File: src/rtl/dbg_halt_pkg.sv
package dbg_halt_pkg;
    typedef enum logic [2:0] {
        ST_RWAIT = 3'd0,
        ST_RHALT = 3'd1,
        ST_RUN   = 3'd2,
        ST_STOP  = 3'd3,
        ST_HALT  = 3'd4
    } dh_state_e;

    typedef enum logic [3:0] {
        SRC_NONE = 4'd0,
        SRC_BKPT = 4'd1,
        SRC_TRIG = 4'd2,
        SRC_INSN = 4'd3
    } halt_src_e;

    localparam logic [3:0] PST_RUN  = 4'h0;
    localparam logic [3:0] PST_STOP = 4'hE;
    localparam logic [3:0] PST_HALT = 4'hF;
endpackage

File: src/rtl/dbg_rst_timer.sv
module dbg_rst_timer #(
    parameter int WAIT_CYC = 16,
    parameter int WIN_CYC  = 8
) (
    input  logic clk,
    input  logic rst_n,
    output logic in_win,
    output logic expire
);
    localparam int CW = $clog2(WAIT_CYC + 1);
    localparam logic [CW-1:0] CNT_LAST = CW'(WAIT_CYC - 1);
    localparam logic [CW-1:0] CNT_SAT  = CW'(WAIT_CYC);
    localparam logic [CW-1:0] CNT_WIN  = CW'(WIN_CYC);

    logic [CW-1:0] cnt_q;

    always_ff @(posedge clk or negedge rst_n) begin
        if (!rst_n)               cnt_q <= '0;
        else if (cnt_q != CNT_SAT) cnt_q <= cnt_q + 1'b1;
    end

    assign in_win = (cnt_q < CNT_WIN);
    assign expire = (cnt_q == CNT_LAST);


    cnt_sat_chk: assert property (@(posedge clk) disable iff (!rst_n)
        (cnt_q == CNT_SAT) |=> (cnt_q == CNT_SAT));
endmodule

File: src/rtl/dbg_bkpt_pend.sv
module dbg_bkpt_pend (
    input  logic clk,
    input  logic rst_n,
    input  logic set_i,
    input  logic clr_i,
    output logic pend_o
);
    always_ff @(posedge clk or negedge rst_n) begin
        if (!rst_n)     pend_o <= 1'b0;
        else if (clr_i) pend_o <= 1'b0;
        else if (set_i) pend_o <= 1'b1;
    end
endmodule

File: src/rtl/dbg_halt_prio.sv
module dbg_halt_prio
    import dbg_halt_pkg::*;
(
    input  logic      trig_i,
    input  logic      bkpt_i,
    input  logic      insn_i,
    output halt_src_e src_o,
    output logic      any_o
);
    always_comb begin
        if (trig_i)      src_o = SRC_TRIG;
        else if (bkpt_i) src_o = SRC_BKPT;
        else if (insn_i) src_o = SRC_INSN;
        else             src_o = SRC_NONE;
    end
    assign any_o = trig_i | bkpt_i | insn_i;
endmodule

File: src/rtl/dbg_halt_seq.sv
module dbg_halt_seq
    import dbg_halt_pkg::*;
#(
    parameter int WAIT_CYC = 16,
    parameter int WIN_CYC  = 8
) (
    input  logic       clk,
    input  logic       rst_n,
    input  logic       bkpt_req,
    input  logic       hw_trig,
    input  logic       halt_insn,
    input  logic       insn_sample,
    input  logic       stop_ind,
    input  logic       go_cmd,
    input  logic       pc_loaded,
    input  logic       emu_req,
    output logic       halted,
    output logic [3:0] pst,
    output logic [3:0] halt_src,
    output logic       emu_mode,
    output logic       rst_proc_start,
    output logic       resume_pc
);
    dh_state_e state_q, state_d;
    halt_src_e src_q, prio_src;
    logic      win, expire, pend_q, prio_any;
    logic      start_rst, start_pc, pend_set, pend_clr;

    dbg_rst_timer #(.WAIT_CYC(WAIT_CYC), .WIN_CYC(WIN_CYC)) timer_i (
        .clk(clk), .rst_n(rst_n), .in_win(win), .expire(expire)
    );

    assign pend_set = bkpt_req && ((state_q == ST_RUN) || (state_q == ST_RWAIT && !win));
    assign pend_clr = (state_q == ST_RUN) && insn_sample && prio_any;

    dbg_bkpt_pend pend_i (
        .clk(clk), .rst_n(rst_n), .set_i(pend_set), .clr_i(pend_clr), .pend_o(pend_q)
    );

    dbg_halt_prio prio_i (
        .trig_i(hw_trig), .bkpt_i(pend_q | bkpt_req), .insn_i(halt_insn),
        .src_o(prio_src), .any_o(prio_any)
    );

    // next-state logic
    always_comb begin
        state_d   = state_q;
        start_rst = 1'b0;
        start_pc  = 1'b0;
        unique case (state_q)
            ST_RWAIT: begin
                if (bkpt_req && win) state_d = ST_RHALT;
                else if (expire) begin
                    state_d   = ST_RUN;
                    start_rst = 1'b1;
                end
            end
            ST_RHALT: begin
                if (go_cmd) begin
                    state_d   = ST_RUN;
                    start_pc  = pc_loaded;
                    start_rst = !pc_loaded;
                end
            end
            ST_RUN: begin
                if (insn_sample && prio_any) state_d = ST_HALT;
                else if (stop_ind)           state_d = ST_STOP;
            end
            ST_STOP: begin
                if (bkpt_req) state_d = ST_HALT;
            end
            ST_HALT: begin
                if (go_cmd) state_d = ST_RUN;
            end
            default: state_d = ST_RWAIT;
        endcase
    end

    // state register
    always_ff @(posedge clk or negedge rst_n) begin
        if (!rst_n) state_q <= ST_RWAIT;
        else        state_q <= state_d;
    end

    // registered outputs
    always_ff @(posedge clk or negedge rst_n) begin
        if (!rst_n) begin
            src_q          <= SRC_NONE;
            emu_mode       <= 1'b0;
            rst_proc_start <= 1'b0;
            resume_pc      <= 1'b0;
        end else begin
            rst_proc_start <= start_rst;
            resume_pc      <= start_pc;
            if (state_q == ST_RHALT && emu_req) emu_mode <= 1'b1;
            if (state_d == ST_RUN)
                src_q <= SRC_NONE;
            else if (state_q == ST_RUN && state_d == ST_HALT)
                src_q <= prio_src;
            else if ((state_q == ST_RWAIT && state_d == ST_RHALT) ||
                     (state_q == ST_STOP && state_d == ST_HALT))
                src_q <= SRC_BKPT;
        end
    end

    always_comb begin
        halted = (state_q == ST_RHALT) || (state_q == ST_HALT);
        if (halted)                  pst = PST_HALT;
        else if (state_q == ST_STOP) pst = PST_STOP;
        else                         pst = PST_RUN;
    end
    assign halt_src = src_q;


    win_halt_chk: assert property (@(posedge clk) disable iff (!rst_n)
        (state_q == ST_RWAIT && bkpt_req && win) |=> (halted && !rst_proc_start));

    emu_only_chk: assert property (@(posedge clk) disable iff (!rst_n)
        $rose(emu_mode) |-> ($past(state_q) == ST_RHALT));

    pc_resume_chk: assert property (@(posedge clk) disable iff (!rst_n)
        resume_pc |-> $past(go_cmd && pc_loaded));

    pulse_excl_chk: assert property (@(posedge clk) disable iff (!rst_n)
        !(resume_pc && rst_proc_start));

    src_set_chk: assert property (@(posedge clk) disable iff (!rst_n)
        halted |-> (halt_src != 4'd0));

    pend_hold_chk: assert property (@(posedge clk) disable iff (!rst_n)
        (pend_q && state_q == ST_RUN && !insn_sample) |=> pend_q);
endmodule

File: config.mk
export PLATFORM = sky130hd
export DESIGN_NAME = dbg_halt_seq
export DESIGN_NICKNAME = d
export VERILOG_FILES = /design/src/rtl/dbg_halt_pkg.sv /design/src/rtl/dbg_rst_timer.sv /design/src/rtl/dbg_bkpt_pend.sv /design/src/rtl/dbg_halt_prio.sv /design/src/rtl/dbg_halt_seq.sv
export SDC_FILE = /design/constraint.sdc
export NUM_CORES = 1
export LEC_CHECK = 0
export BUFFER_PORTS_ARGS = -buffer_cell sky130_fd_sc_hd__buf_2
export CORE_MARGIN = 2
export CORE_UTILIZATION = 50
export DETAILED_ROUTE_END_ITERATION = 16
export MAX_ROUTING_LAYER = met4
export PLACE_DENSITY = 0.86
export SLEW_MARGIN = 20
export SYNTH_ARGS = -nofsm -noshare
export SYNTH_HDL_FRONTEND = slang
export SYNTH_SLANG_ARGS = --single-unit
File: constraint.sdc
create_clock -name clk -period 2 [get_ports clk]
set_input_delay 0.1 -clock clk [delete_from_list [all_inputs] [get_ports clk]]
set_output_delay 0.1 -clock clk [all_outputs]
set_load 0.01 [all_outputs]
==> flow_metrics.py, run 1 <==
metrics = {
    "outcome": {
        "status": "finished, final reports clean",
    },
    "global_routing": {
        "antenna_found_initial": 0,
        "first_global_vias": 644,
        "grt-busiest-layer": "met2",
        "grt_max_degree": 15,
        "grt_pass1_wl_um": 2700,
        "overflow": 0,
        "grt_usage_pct": 19.1,
        "use_met1_pct": 23.6,
        "use_met2_pct": 28.1,
        "met3_usage_pct": 4.76,
    },
    "yosys": {
        "synth-edff-count": 0,
        "yosysTopAreaCellShare_pct": 39.9,
        "synth_commonest_cells": "dfrtp_1, buf_4, nor2_1",
        "synth_area_sq_um": 877,
        "ys_ff_latch": 14,
        "ys.warnings.count": 0,
        "yosysTopAreaCell": "dfrtp_1",
        "syn_inst": 85,
        "seq_area_frac_synth_pct": 39.9,
        "synthTopCellsByArea": "dfrtp_1, buf_4, ha_1, nor4b_2, xnor2_1",
        "synth_most_common_cell": "dfrtp_1",
        "syn_avg_cell_area_sq_um": 10.3,
        "ys_types": 40,
        "ys_async_sr_fraction_pct": 100,
        "ys.flop_type": "dfrtp_1",
    },
    "timing": {
        "fin_worst_skew_ns": 0.00521,
        "report.final.slew_viol_count": 0,
        "finalCriticalPeriod_ns": 1.63,
        "rsz0062_at_grt": "false",
        "fmax_ghz": 0.613,
        "setup_tns_ns": 0,
        "min_period_over_period_pct": 81.6,
        "hold_viol_final": 0,
        "setup_viol": 0,
    },
    "clocking": {
        "cts_setup_buffers": 0,
        "cts_hold_buffers": 1,
        "cts_resized": 0,
        "clock_latency_ns": 0.29,
        "cts_tree": "done",
        "clk_pin_slew_ns": 0.08,
        "cts_max_level": 1,
        "cts_max_path_buffers": 2,
        "cts_sinks": 14,
        "cts_buffers": 3,
        "root_buffer": "clkbuf_4",
    },
    "drt": {
        "dr.first_iter.drc_count": 14,
        "vias": 678,
        "drc": 0,
        "post_drt_wl_per_cell_um": 13.8,
        "wl_um": 1630,
        "ant_nets": 0,
        "drtPass1Iterations": 4,
        "avgViaCountPerCell": 5.75,
    },
    "power": {
        "powerDensity_mw_per_mm2": 994,
        "max-vdd-ir-drop_mv": 0.566,
        "p_leak_nw": 0.474,
    },
    "floorplanning": {
        "core_sq_mm": 0.00169,
        "die_x_um": 45.9,
        "start_util_pct": 51.9,
        "row_count": 15,
        "die_area_sq_mm": 0.00210,
        "ios": 22,
        "die_h_um": 45.9,
    },
    "setup_path": {
        "critPathKind": "flip-flop to output port",
        "crit_fanout": 13,
        "rrSetupSlack_ns": 0.40,
        "end_kind": "output port",
        "startpoint_type": "flip-flop",
        "required_ns": 1.90,
        "crit_arrival_ns": 1.53,
    },
    "cells_and_area": {
        "layout.nets": 116,
        "drive_gt1_share_pct": 30.7,
        "n_antenna_cell": 0,
        "stdcell_count": 118,
        "area_delta_synth_final_pct": 9.70,
        "n_fill_cell": 151,
        "final_area_sq_um": 962,
        "final_util_pct": 57.0,
    },
    "run": {
        "maxCapViolCount": 0,
    },
    "placement": {
        "port_buffers": 19,
        "dpl.hpwl_um": 1230,
        "place_area_sq_um": 930,
        "place_inst": 114,
        "place_congestion": 0.878,
    },
    "worst_hold_path": {
        "hold_path.class": "input port to flip-flop",
    },
}
-- layout make-up --
cell class | instances | area (sq um) | share of cell area (%)
clock buffers | 3 | 22.5 | 2.34
inverters | 4 | 15.0 | 1.56
multi-input cells | 60 | 448 | 46.6
flip-flops and latches | 14 | 350 | 36.4
well taps | 17 | 21.3 | 2.21
repair buffers | 20 | 105 | 10.9
-- layer usage --
metal	vias to the layer above	share of wire, %	wire length [um]
met5	-	0	0
met4	0	1.8	29
met3	5	3.6	58
met2	20	49	792
met1	319	46	751
li1	334	-	-
-- kinds of logic (layout without fill, tap and decap cells) --
family	after synthesis	count (layout)	synth area share [%]
AND/OR/NAND/NOR	32	32	24.4
AO/OA/AOI/OAI	17	17	15.1
flip-flops	14	14	39.9
buffers and inverters	12	27	9.41
XOR/XNOR	4	4	4.00
adder cells (fa/ha/maj)	3	3	4.28
multiplexers	2	2	2.43
other	1	2	0.428
-- final timing paths --
check,from,end,cells past startpoint
worst min-delay path,emu_req,emu_mode,2
max in group asynchronous,rst_n,timer_i.cnt_q[4],2
worst min register to register,emu_mode,emu_mode,1
min in group asynchronous,rst_n,state_q[1],2
worst max-delay path,state_q[0],pst[3],3
worst max register to register,state_q[0],halt_src[0],4
-- placed cells by master, fill, tap and decap left out, types with 2 or more instances in the layout --
master    Yosys  routed
buf_2         0      19
dfrtp_1      14      14
nor2_1        5       5
inv_1         4       4
o21ai_0       4       4
and3_1        3       3
a31oi_1       3       3
nand3_1       3       3
nand2_1       3       3
xnor2_1       3       3
ha_1          3       3
clkbuf_4      0       3
or3b_1        2       2
nor4b_2       2       2
nand2b_1      2       2
a21oi_1       2       2
conb_1        1       2
-- worst max-delay path: stages, from the launching register on --
cell	delay (ns)
dfrtp_1	0.53
or3b_1	0.46
nand2_1	0.12
buf_2	0.13
-- power breakdown --
part / leakage [nW] / internal, mW / switching [mW]
clock network: 0.0138 / 0.0700 / 0.0920
logic: 0.282 / 0.169 / 0.204
registers: 0.178 / 0.341 / 0.0803
-- stage by stage --
step	hold slack, ns	setup slack (ns)	power (mW)
4_1_cts	0.0136	0.358	0.962
2_1_floorplan	-0.196	0.557	0.726
3_5_place_dp	0.00996	0.426	0.797
6_report	0.0150	0.369	0.957
5_1_grt	0.0265	0.270	1.03
3_3_place_gp	0.00903	0.463	0.785
-- flip-flops by register name (all words and copies together) (netlist names) --
signal,count
timer_i.cnt_q,5
state_q,3
halt_src,2
emu_mode,1
pend_i.pend_o,1
resume_pc,1
rst_proc_start,1
No activity file was read; power rests on OpenSTA's default activity.
==> inputs of run 2 (changes only) <==
==> constraint.sdc (replaced) <==
create_clock -name clk -period 1.7 [get_ports clk]
set_input_delay 0.085 -clock clk [delete_from_list [all_inputs] [get_ports clk]]
set_output_delay 0.085 -clock clk [all_outputs]
set_load 0.01 [all_outputs]
==> flow_metrics.py, run 2 (synthesis gave the netlist of run 1 again) <==
metrics = {
    "global_routing": {
        "grt_pass1_wl_um": 2820,
        "grt_max_degree": 15,
        "first_global_vias": 690,
        "grt_usage_pct": 19.6,
        "antenna_found_initial": 0,
        "overflow": 0,
    },
    "cells_and_area": {
        "layout.nets": 121,
        "stdcell_count": 124,
        "final_util_pct": 60.1,
        "n_antenna_cell": 0,
        "drive_gt1_share_pct": 33.6,
        "final_area_sq_mm": 0.00102,
        "layout_commonest_cell": "buf_2",
        "regMostFlops": "timer_i.cnt_q",
        "largest_reg_flops": 5,
        "final_cell_mix": "buf_2, dfrtp_1, nor2_1",
        "area_delta_synth_final_pct": 15.8,
    },
    "setup_path": {
        "crit_arrival_ns": 1.49,
        "end_kind": "output port",
        "required_ns": 1.62,
        "critPathKind": "flip-flop to output port",
        "crit_fanout": 10,
        "startpoint_type": "flip-flop",
    },
    "drt": {
        "avgViaCountPerCell": 5.77,
        "post_drt_wl_per_cell_um": 14.6,
        "vias": 715,
        "wl_um": 1810,
        "dr.first_iter.drc_count": 18,
        "drc": 0,
        "ant_nets": 0,
        "drtPass1Iterations": 4,
    },
    "clocking": {
        "clock_latency_ns": 0.28,
        "cts_max_level": 1,
        "clk_pin_slew_ns": 0.09,
        "cts_sinks": 14,
        "cts_tree": "done",
        "cts_max_path_buffers": 2,
        "cts_buffers": 3,
        "root_buffer": "clkbuf_4",
    },
    "timing": {
        "setup_tns_ns": 0,
        "report.final.slew_viol_count": 0,
        "fmax_ghz": 0.633,
        "rsz0062_at_grt": "false",
        "min_period_over_period_pct": 92.9,
        "setup_viol": 0,
        "fin_worst_skew_ns": 0.000910,
        "hold_viol_final": 0,
        "finalCriticalPeriod_ns": 1.58,
    },
    "placement": {
        "port_buffers": 19,
        "place_congestion": 0.883,
        "dpl.hpwl_um": 1270,
        "place_inst": 118,
        "place_area_sq_um": 960,
    },
    "floorplanning": {
        "die_h_um": 45.9,
        "core_sq_mm": 0.00169,
        "ios": 22,
        "start_util_pct": 51.9,
        "die_area_sq_mm": 0.00210,
        "die_x_um": 45.9,
        "row_count": 15,
    },
    "power": {
        "power_mw": 1.21,
        "p_leak_nw": 0.505,
        "powerDensity_mw_per_mm2": 1190,
        "max-vdd-ir-drop_mv": 0.701,
    },
    "outcome": {
        "status": "finished, final reports clean",
    },
    "run": {
        "maxCapViolCount": 0,
    },
    "worst_hold_path": {
        "hold_path.class": "input port to flip-flop",
    },
}
-- run 2: changes by cell type in the layout (fill, tap and decap cells not counted), sizes merged --
cell,change
clkbuf,+1
dlygate4sd3,+1
buf,+4
-- run 2: stage by stage --
step | hold slack [ns] | setup WS (ns)
after floorplan | -0.211 | 0.257
after detailed placement | -0.000472 | 0.159
after global routing | 0.0281 | 0.00185
after CTS | 0.0224 | 0.0952
after global placement | -0.00275 | 0.216
final | 0.0340 | 0.120
-- run 2: area by class of cell --
class                   instances  area [sq um]
inverters                       4          15.0
flip-flops and latches         14           350
multi-input cells              60           448
clock buffers                   4          36.3
repair buffers                 25           145
fillers                       136           673
well taps                      17          21.3
-- run 2: path summary, 6_finish.rpt --
kind | start | endpoint | slack [ns] | depth (start not counted)
max | state_q[0] | halted | 0.12 | 4
min | hw_trig | halt_src[0] | 0.03 | 2
max reg2reg | timer_i.cnt_q[0] | halt_src[0] | 0.13 | 6
min reg2reg | emu_mode | emu_mode | 0.46 | 1
max in group asynchronous | rst_n | timer_i.cnt_q[4] | 1.24 | 2
min in group asynchronous | rst_n | state_q[2] | 0.22 | 2
-- run 2: critical path: stages, from the launching register on --
cell and delay [ns]:
dfrtp_1 0.54, buf_4 0.19, xor2_1 0.17, and2_1 0.17, buf_2 0.13
-- run 2: power by group --
| group | switching, mW | internal, mW | total [mW] | leakage (nW) |
|---|---|---|---|---|
| Sequential | 0.0806 | 0.402 | 0.482 | 0.178 |
| Combinational | 0.266 | 0.220 | 0.486 | 0.306 |
| Clock | 0.115 | 0.130 | 0.246 | 0.0210 |
| Total | 0.461 | 0.753 | 1.21 | 0.505 |
-- run 2: routing by layer --
metal  GRT usage [%]  wire, um
met4            11.4        19
met3            4.37        78
met2            30.8       886
met5               -         0
met1            22.6       824
-- run 2: timing repair --
action	CTS	global route
buffers inserted	0	0
gates resized for setup	0	0
setup endpoints to repair	0	0
hold endpoints to repair	15	0
hold buffers	2	0
